## src/rtl/csma_pkg.sv

```systemverilog
// Shared types for the transmit access controller.
package csma_pkg;

    // Controller phases; SEND and JAM both drive the medium.
    typedef enum logic [2:0] {
        ST_IDLE    = 3'd0,
        ST_WAIT    = 3'd1,
        ST_SEND    = 3'd2,
        ST_JAM     = 3'd3,
        ST_BACKOFF = 3'd4
    } tx_state_t;

endpackage

```

## src/rtl/csma_lfsr.sv

```systemverilog
// Free-running Galois LFSR that supplies the random backoff draw.
// It advances every clock, and the whole state is XOR-folded into OUT_W bits.
// Assumes TAPS is a maximal polynomial and SEED is non-zero.
module csma_lfsr #(
    parameter int unsigned W     = 16,
    parameter logic [W-1:0] TAPS = 16'hB400,
    parameter logic [W-1:0] SEED = 16'hACE1,
    parameter int unsigned OUT_W = 10
) (
    input  logic             clk,
    input  logic             rst_n,
    output logic [OUT_W-1:0] rnd
);

    logic [W-1:0] state_q;

    // Shift once per clock, feeding the taps back when bit 0 is set.
    always_ff @(posedge clk) begin
        if (!rst_n) begin
            state_q <= SEED;
        end else begin
            state_q <= (state_q >> 1) ^ (state_q[0] ? TAPS : '0);
        end
    end

    // Fold every state bit into the narrower random value.
    always_comb begin
        rnd = '0;
        for (int j = 0; j < int'(W); j++) begin
            rnd[j % int'(OUT_W)] = rnd[j % int'(OUT_W)] ^ state_q[j];
        end
    end

endmodule

```

## src/rtl/csma_backoff.sv

```systemverilog
// Counts down a loaded number of slot times, one slot being SLOT_BITS
// bit ticks. expire is high in the cycle of the last tick of the last slot.
// Assumes load is never raised with a zero slot count.
module csma_backoff #(
    parameter int unsigned SLOT_BITS = 512,
    parameter int unsigned CNT_W     = 10
) (
    input  logic             clk,
    input  logic             rst_n,
    input  logic             bit_tick,
    input  logic             load,
    input  logic [CNT_W-1:0] load_slots,
    output logic             expire
);

    localparam int unsigned SLOT_W = (SLOT_BITS > 1) ? $clog2(SLOT_BITS) : 1;

    logic [CNT_W-1:0]  slots_q;
    logic [SLOT_W-1:0] bit_q;
    logic              slot_end;

    assign slot_end = bit_tick && (bit_q == SLOT_W'(SLOT_BITS - 1));
    assign expire   = (slots_q == CNT_W'(1)) && slot_end;

    // Load a new wait, or count bit ticks within the running slot.
    always_ff @(posedge clk) begin
        if (!rst_n) begin
            slots_q <= '0;
            bit_q   <= '0;
        end else if (load) begin
            slots_q <= load_slots;
            bit_q   <= '0;
        end else if (slots_q != '0 && bit_tick) begin
            if (slot_end) begin
                bit_q   <= '0;
                slots_q <= slots_q - CNT_W'(1);
            end else begin
                bit_q <= bit_q + SLOT_W'(1);
            end
        end
    end

endmodule

```

## src/rtl/csma_frame_counter.sv

```systemverilog
// Tracks byte and bit position inside the frame being sent and flags
// payload versus padding bytes and the end of the padded frame.
// Assumes frames are at least one byte; shorter ones grow to MIN_BYTES.
module csma_frame_counter #(
    parameter int unsigned LEN_W     = 11,
    parameter int unsigned MIN_BYTES = 64
) (
    input  logic             clk,
    input  logic             rst_n,
    input  logic             start,
    input  logic             run,
    input  logic             bit_tick,
    input  logic [LEN_W-1:0] frame_len,
    output logic             is_data,
    output logic             byte_end,
    output logic             last_end
);

    localparam logic [LEN_W-1:0] MIN_LEN = LEN_W'(MIN_BYTES);

    logic [LEN_W-1:0] idx_q;
    logic [2:0]       bit_q;
    logic [LEN_W-1:0] total_m1;

    assign total_m1 = ((frame_len < MIN_LEN) ? MIN_LEN : frame_len) - LEN_W'(1);
    assign is_data  = idx_q < frame_len;
    assign byte_end = run && bit_tick && (bit_q == 3'd7);
    assign last_end = byte_end && (idx_q == total_m1);

    // Rewind at each attempt, then step bits and bytes on ticks.
    always_ff @(posedge clk) begin
        if (!rst_n) begin
            idx_q <= '0;
            bit_q <= '0;
        end else if (start) begin
            idx_q <= '0;
            bit_q <= '0;
        end else if (run && bit_tick) begin
            bit_q <= bit_q + 3'd1;
            if (bit_q == 3'd7) begin
                idx_q <= idx_q + LEN_W'(1);
            end
        end
    end

endmodule

```

## src/rtl/csma_tx_ctrl.sv

```systemverilog
// Transmit access controller for a contended medium: defers to carrier,
// sends a zero-padded frame, jams and backs off on collision, retries
// up to MAX_ATTEMPTS times. Assumes bit_tick is a one-cycle strobe and
// the byte source rewinds to byte 0 whenever jam is high.
module csma_tx_ctrl
    import csma_pkg::*;
#(
    parameter int unsigned LEN_W         = 11,
    parameter int unsigned MIN_BYTES     = 64,
    parameter int unsigned JAM_BITS      = 32,
    parameter int unsigned SLOT_BITS     = 512,
    parameter int unsigned BACKOFF_LIMIT = 10,
    parameter int unsigned MAX_ATTEMPTS  = 16,
    parameter int unsigned LFSR_W        = 16,
    parameter logic [LFSR_W-1:0] LFSR_TAPS = 16'hB400,
    parameter logic [LFSR_W-1:0] LFSR_SEED = 16'hACE1
) (
    input  logic             clk,
    input  logic             rst_n,
    input  logic             bit_tick,
    input  logic             frm_req,
    input  logic [LEN_W-1:0] frm_len,
    input  logic             carrier,
    input  logic             collision,
    input  logic             in_valid,
    input  logic [7:0]       in_data,
    output logic             in_ready,
    output logic             tx_en,
    output logic [7:0]       tx_data,
    output logic             jam,
    output logic             done,
    output logic             excess_err
);

    localparam int unsigned ATT_W  = $clog2(MAX_ATTEMPTS + 1);
    localparam int unsigned JAM_W  = (JAM_BITS > 1) ? $clog2(JAM_BITS) : 1;
    localparam int unsigned DRAW_W = BACKOFF_LIMIT;

    tx_state_t         state_q;
    logic [LEN_W-1:0]  len_q;
    logic [ATT_W-1:0]  attempts_q;
    logic [JAM_W-1:0]  jam_cnt_q;
    logic              done_q;
    logic              err_q;

    logic [DRAW_W-1:0] rnd;
    logic [ATT_W-1:0]  exp_sel;
    logic [DRAW_W-1:0] mask;
    logic [DRAW_W-1:0] draw;
    logic              jam_last;
    logic              limit_hit;
    logic              bo_load;
    logic              bo_expire;
    logic              fc_start;
    logic              fc_run;
    logic              byte_is_data;
    logic              byte_end;
    logic              last_byte_end;

    csma_lfsr #(
        .W     (LFSR_W),
        .TAPS  (LFSR_TAPS),
        .SEED  (LFSR_SEED),
        .OUT_W (DRAW_W)
    ) i_lfsr (
        .clk   (clk),
        .rst_n (rst_n),
        .rnd   (rnd)
    );

    csma_backoff #(
        .SLOT_BITS (SLOT_BITS),
        .CNT_W     (DRAW_W)
    ) i_backoff (
        .clk        (clk),
        .rst_n      (rst_n),
        .bit_tick   (bit_tick),
        .load       (bo_load),
        .load_slots (draw),
        .expire     (bo_expire)
    );

    csma_frame_counter #(
        .LEN_W     (LEN_W),
        .MIN_BYTES (MIN_BYTES)
    ) i_frame (
        .clk       (clk),
        .rst_n     (rst_n),
        .start     (fc_start),
        .run       (fc_run),
        .bit_tick  (bit_tick),
        .frame_len (len_q),
        .is_data   (byte_is_data),
        .byte_end  (byte_end),
        .last_end  (last_byte_end)
    );

    // Truncated exponential range: mask of min(attempts, limit) low ones.
    always_comb begin
        exp_sel = (attempts_q > ATT_W'(BACKOFF_LIMIT)) ? ATT_W'(BACKOFF_LIMIT) : attempts_q;
        mask    = ~({DRAW_W{1'b1}} << exp_sel);
        draw    = rnd & mask;
    end

    assign jam_last  = jam_cnt_q == JAM_W'(JAM_BITS - 1);
    assign limit_hit = attempts_q == ATT_W'(MAX_ATTEMPTS);
    assign fc_start  = (state_q == ST_WAIT) && !carrier;
    assign fc_run    = (state_q == ST_SEND) && !collision;
    assign bo_load   = (state_q == ST_JAM) && bit_tick && jam_last && !limit_hit && (draw != '0);

    // Sequence defer, send, jam and backoff; count attempts per frame.
    always_ff @(posedge clk) begin
        if (!rst_n) begin
            state_q    <= ST_IDLE;
            len_q      <= '0;
            attempts_q <= '0;
            jam_cnt_q  <= '0;
            done_q     <= 1'b0;
            err_q      <= 1'b0;
        end else begin
            done_q <= 1'b0;
            err_q  <= 1'b0;
            case (state_q)
                ST_IDLE: begin
                    if (frm_req) begin
                        len_q      <= frm_len;
                        attempts_q <= '0;
                        state_q    <= ST_WAIT;
                    end
                end
                ST_WAIT: begin
                    if (!carrier) begin
                        state_q <= ST_SEND;
                    end
                end
                ST_SEND: begin
                    if (collision) begin
                        state_q    <= ST_JAM;
                        jam_cnt_q  <= '0;
                        attempts_q <= attempts_q + ATT_W'(1);
                    end else if (last_byte_end) begin
                        state_q <= ST_IDLE;
                        done_q  <= 1'b1;
                    end
                end
                ST_JAM: begin
                    if (bit_tick) begin
                        if (jam_last) begin
                            jam_cnt_q <= '0;
                            if (limit_hit) begin
                                err_q   <= 1'b1;
                                state_q <= ST_IDLE;
                            end else if (draw == '0) begin
                                state_q <= ST_WAIT;
                            end else begin
                                state_q <= ST_BACKOFF;
                            end
                        end else begin
                            jam_cnt_q <= jam_cnt_q + JAM_W'(1);
                        end
                    end
                end
                ST_BACKOFF: begin
                    if (bo_expire) begin
                        state_q <= ST_WAIT;
                    end
                end
                default: state_q <= ST_IDLE;
            endcase
        end
    end

    // Drive the medium and the source handshake from the current phase.
    always_comb begin
        tx_en      = (state_q == ST_SEND) || (state_q == ST_JAM);
        jam        = state_q == ST_JAM;
        in_ready   = byte_end && byte_is_data;
        tx_data    = ((state_q == ST_SEND) && byte_is_data && in_valid) ? in_data : 8'h00;
        done       = done_q;
        excess_err = err_q;
    end

endmodule

```

## config.mk

```make
export PLATFORM = sky130hd
export DESIGN_NAME = csma_tx_ctrl
export DESIGN_NICKNAME = d
export VERILOG_FILES = /design/src/rtl/csma_pkg.sv /design/src/rtl/csma_lfsr.sv /design/src/rtl/csma_backoff.sv /design/src/rtl/csma_frame_counter.sv /design/src/rtl/csma_tx_ctrl.sv
export SDC_FILE = /design/constraint.sdc
export NUM_CORES = 1
export LEC_CHECK = 0
export BUFFER_PORTS_ARGS = -buffer_cell sky130_fd_sc_hd__buf_2
export CAP_MARGIN = 30
export CORE_MARGIN = 3
export CORE_UTILIZATION = 50
export CTS_CLUSTER_SIZE = 28
export DETAILED_ROUTE_END_ITERATION = 7
export PLACE_DENSITY_LB_ADDON = 0.12
export SYNTH_ARGS = -nofsm -noshare
export SYNTH_HDL_FRONTEND = slang
export SYNTH_SLANG_ARGS = --single-unit
```

## constraint.sdc

```tcl
create_clock -name clk -period 3.5 [get_ports clk]
set_clock_uncertainty 0.15 [all_clocks]
set_input_delay 0.525 -clock clk [delete_from_list [all_inputs] [get_ports clk]]
set_output_delay 0.525 -clock clk [all_outputs]
set_load 0.02 [all_outputs]
```

==> insert_results.sql <==
INSERT INTO impl_metrics (metric_group, metric, value, unit) VALUES
('status', 'outcome', 'complete, no violations', ''),
('layout', 'postLayoutCellArea', '4877', 'um^2'),
('clocking', 'clock_latency', '340', 'ps'),
('yosys', 'synth_commonest_cells', 'sky130_fd_sc_hd__dfxtp_1, sky130_fd_sc_hd__nand2_1, sky130_fd_sc_hd__nor2_1', ''),
('power', 'switching_share', '27.06', '%'),
('yosys', 'ys_ff_latch', '75', ''),
('placement', 'detailedPlacementHpwl', '7192', 'um'),
('clocking', 'cts.path.max_buffers', '2', ''),
('layout', 'sequential_cell_area', '1503', 'um^2'),
('critical_path', 'timing.critical_path.mode_cell', 'sky130_fd_sc_hd__a2111oi_1', ''),
('timing', 'share_of_the_clock_period_used_by_the_worst_path_after_layout', '96.25', '%'),
('flow_run', 'drv_cap', '0', ''),
('floorplanning', 'ioPinCount', '39', ''),
('drt', 'wl_per_cell', '14.30', 'um'),
('timing', 'f_max', '296.9', 'MHz'),
('yosys', 'yosysWarnings', '0', ''),
('placement', 'portBuffers', '38', ''),
('critical_path', 'crit_path_max_incr_delay', '490', 'ps'),
('yosys', 'synthArstFlopShare', '0', '%'),
('drt', 'drcViolationCount', '0', ''),
('floorplanning', 'core.rowCount', '33', ''),
('timing', 'totalNegativeSetupSlack', '0', 'ps'),
('critical_path', 'critical_path_required', '2820', 'ps'),
('timing', 'post-route-min-period', '3369', 'ps'),
('yosys', 'synth_enable_flop_cells', '0', ''),
('grt', 'grtUsageTotal', '19.93', '%'),
('placement', 'placement.setup.worst_slack', '351.7', 'ps'),
('timing', 'timing.final.ws_setup', '131.4', 'ps'),
('timing', 'hold_viol_final', '0', ''),
('clocking', 'cts_buffers', '9', ''),
('grt', 'grt_pass1_vias', '3494', ''),
('yosys', 'synth_area', '4419', 'um^2'),
('power', 'p_total', '1.958', 'mW'),
('critical_path', 'start_kind', 'register', ''),
('grt', 'number_of_antenna_violations_at_the_first_check_in_global_routing', '0', ''),
('drt', 'drt_pre_antenna_iters', '4', ''),
('timing', 'max_slew.worst_pin.slew', '812.0', 'ps'),
('clocking', 'cts_hold_buf', '0', ''),
('power', 'pwr-share-seq', '46.6', '%'),
('yosys', 'yosys.cell_count.top_type', 'sky130_fd_sc_hd__dfxtp_1', ''),
('critical_path', 'criticalPathCategory', 'reg -> out', ''),
('power', 'power_density', '401.4', 'nW/um^2'),
('layout', 'multiInputGateArea', '2681', 'um^2'),
('drt', 'number_of_nets_with_antenna_violations_after_routing', '0', ''),
('clocking', 'cts_setup_buffers', '0', ''),
('yosys', 'synthDominantAreaCellType', 'sky130_fd_sc_hd__dfxtp_1', ''),
('timing', 'rsz_0062_raised_after_global_routing', 'false', ''),
('layout', 'n_antenna_cell', '0', ''),
('critical_path', 'critical_path.slowest_cell', 'sky130_fd_sc_hd__a2111oi_1', ''),
('min_path', 'hp-class', 'in -> reg', ''),
('timing', 'setup_viol', '0', ''),
('layout', 'areaGrowthSynthToFinish', '10.36', '%'),
('clocking', 'tritoncts', 'built', ''),
('yosys', 'yosys_most_used_dff', 'sky130_fd_sc_hd__dfxtp_1', ''),
('layout', 'nFillCells', '787', ''),
('clocking', 'clkSinkCount', '75', ''),
('timing', 'slew_headroom', '45.40', '%'),
('power', 'pwr-share-comb', '14.1', '%'),
('yosys', 'yosys-top-cells-area', 'sky130_fd_sc_hd__dfxtp_1, sky130_fd_sc_hd__ha_1, sky130_fd_sc_hd__nand2_1, sky130_fd_sc_hd__xor2_1, sky130_fd_sc_hd__xnor2_1', ''),
('floorplanning', 'start_util', '52.72', '%'),
('drt', 'routed-via-count', '3726', ''),
('yosys', 'synth_sequential_area_ratio', '33.98', '%'),
('floorplanning', 'overall_die_area', '10000', 'um^2'),
('floorplanning', 'die-width', '100.0', 'um'),
('drt', 'drt_wl_total', '9583', 'um'),
('yosys', 'synth_top_area_share', '33.98', '%'),
('floorplanning', 'die_height', '100.0', 'um'),
('floorplanning', 'core_region_area', '8382', 'um^2'),
('grt', 'grt_start_max_net_pins', '40', ''),
('grt', 'global_route_wire_length_before_repair', '16380', 'um'),
('placement', 'dpl_cell_area', '4642', 'um^2');
-- cell usage in the layout, fill, tap and decap left out, drive strengths merged, types with 6 or more instances in the layout --
cell,instances
nand2,67
a21boi,16
nand2b,8
nor2b,7
inv,23
ha,22
nor3,9
and2,15
buf,46
xor2,25
clkbuf,10
a21oi,24
o21ai,22
nor2,54
nand4,6
nand4b,9
dfxtp,75
and3,7
nand3,12
or2,6
xnor2,24
-- repair_timing --
action | in CTS | in global routing
setup endpoints to repair | 1 | 1
resized for setup | 1 | 1
pin swaps | 0 | 0
-- layer usage --
| layer | GRT usage, % | part of all wire (%) | wire length, um | vias up |
|---|---|---|---|---|
| li1 | - | - | - | 1902 |
| met1 | 25.78 | 46 | 4432 | 1721 |
| met2 | 33.40 | 47 | 4517 | 88 |
| met3 | 3.683 | 4.9 | 472 | 15 |
| met4 | 6.943 | 1.7 | 160 | 0 |
| met5 | 0 | 0 | 0 | - |
-- final timing paths --
kind                startpoint           endpoint  slack (ps)  depth (start not counted)
max                   len_q[8]           in_ready         130                          7
min                 frm_len[4]           len_q[4]         280                          3
max reg2reg           len_q[8]               done         530                          8
min reg2reg  i_lfsr.state_q[8]  i_lfsr.state_q[7]         290                          1
-- through the flow --
step | util (%) | std cells | hold WS [ps]
detailed placement | 55.38 | 654 | 268.9
floorplan | - | 535 | 253.9
global route | 58.19 | 670 | 290.3
CTS | 58.17 | 670 | 265.7
global placement | 55.38 | 654 | 267.7
finish | 58.19 | 670 | 277.5
-- cell type report --
class / instances / share of cell area, %
clock buffer: 10 / 2.822
clock inverter: 6 / 1.950
inverter: 21 / 1.616
multi-input combinational: 407 / 54.98
sequential: 75 / 30.81
tap: 105 / 2.694
timing repair buffer: 46 / 5.131
-- power by group through the flow --
stage	Combinational (mW)	Sequential, mW	Clock (mW)
after floorplan	0.222	0.913	0
after global placement	0.268	0.931	0
after detailed placement	0.272	0.932	0
after CTS	0.275	0.912	0.787
after global routing	0.306	0.918	0.829
final	0.275	0.913	0.769
-- cells by family after synthesis --
group,Yosys count,share of synthesized area [%]
compound gates,102,15.46
xor+xnor,49,9.711
fa+ha+maj,22,6.229
buf+inv,53,5.408
flops,75,33.98
mux,7,1.642
simple gates,227,27.58
-- worst max-delay path, delay by kind of cell (launching register included) --
family          cells  cell delay, ps
flops               1             400
fa+ha+maj           1             310
compound gates      4            1370
buf+inv             2             290
-- registers in the layout, summed over array words and instances (netlist names) --
name / count
i_frame.idx_q: 11
attempts_q: 5
i_backoff.bit_q: 9
len_q: 11
state_q: 3
i_frame.bit_q: 3
excess_err: 1
jam_cnt_q: 5
i_backoff.slots_q: 10
done: 1
i_lfsr.state_q: 16
Note: power is estimated with default switching activity, not from simulation.
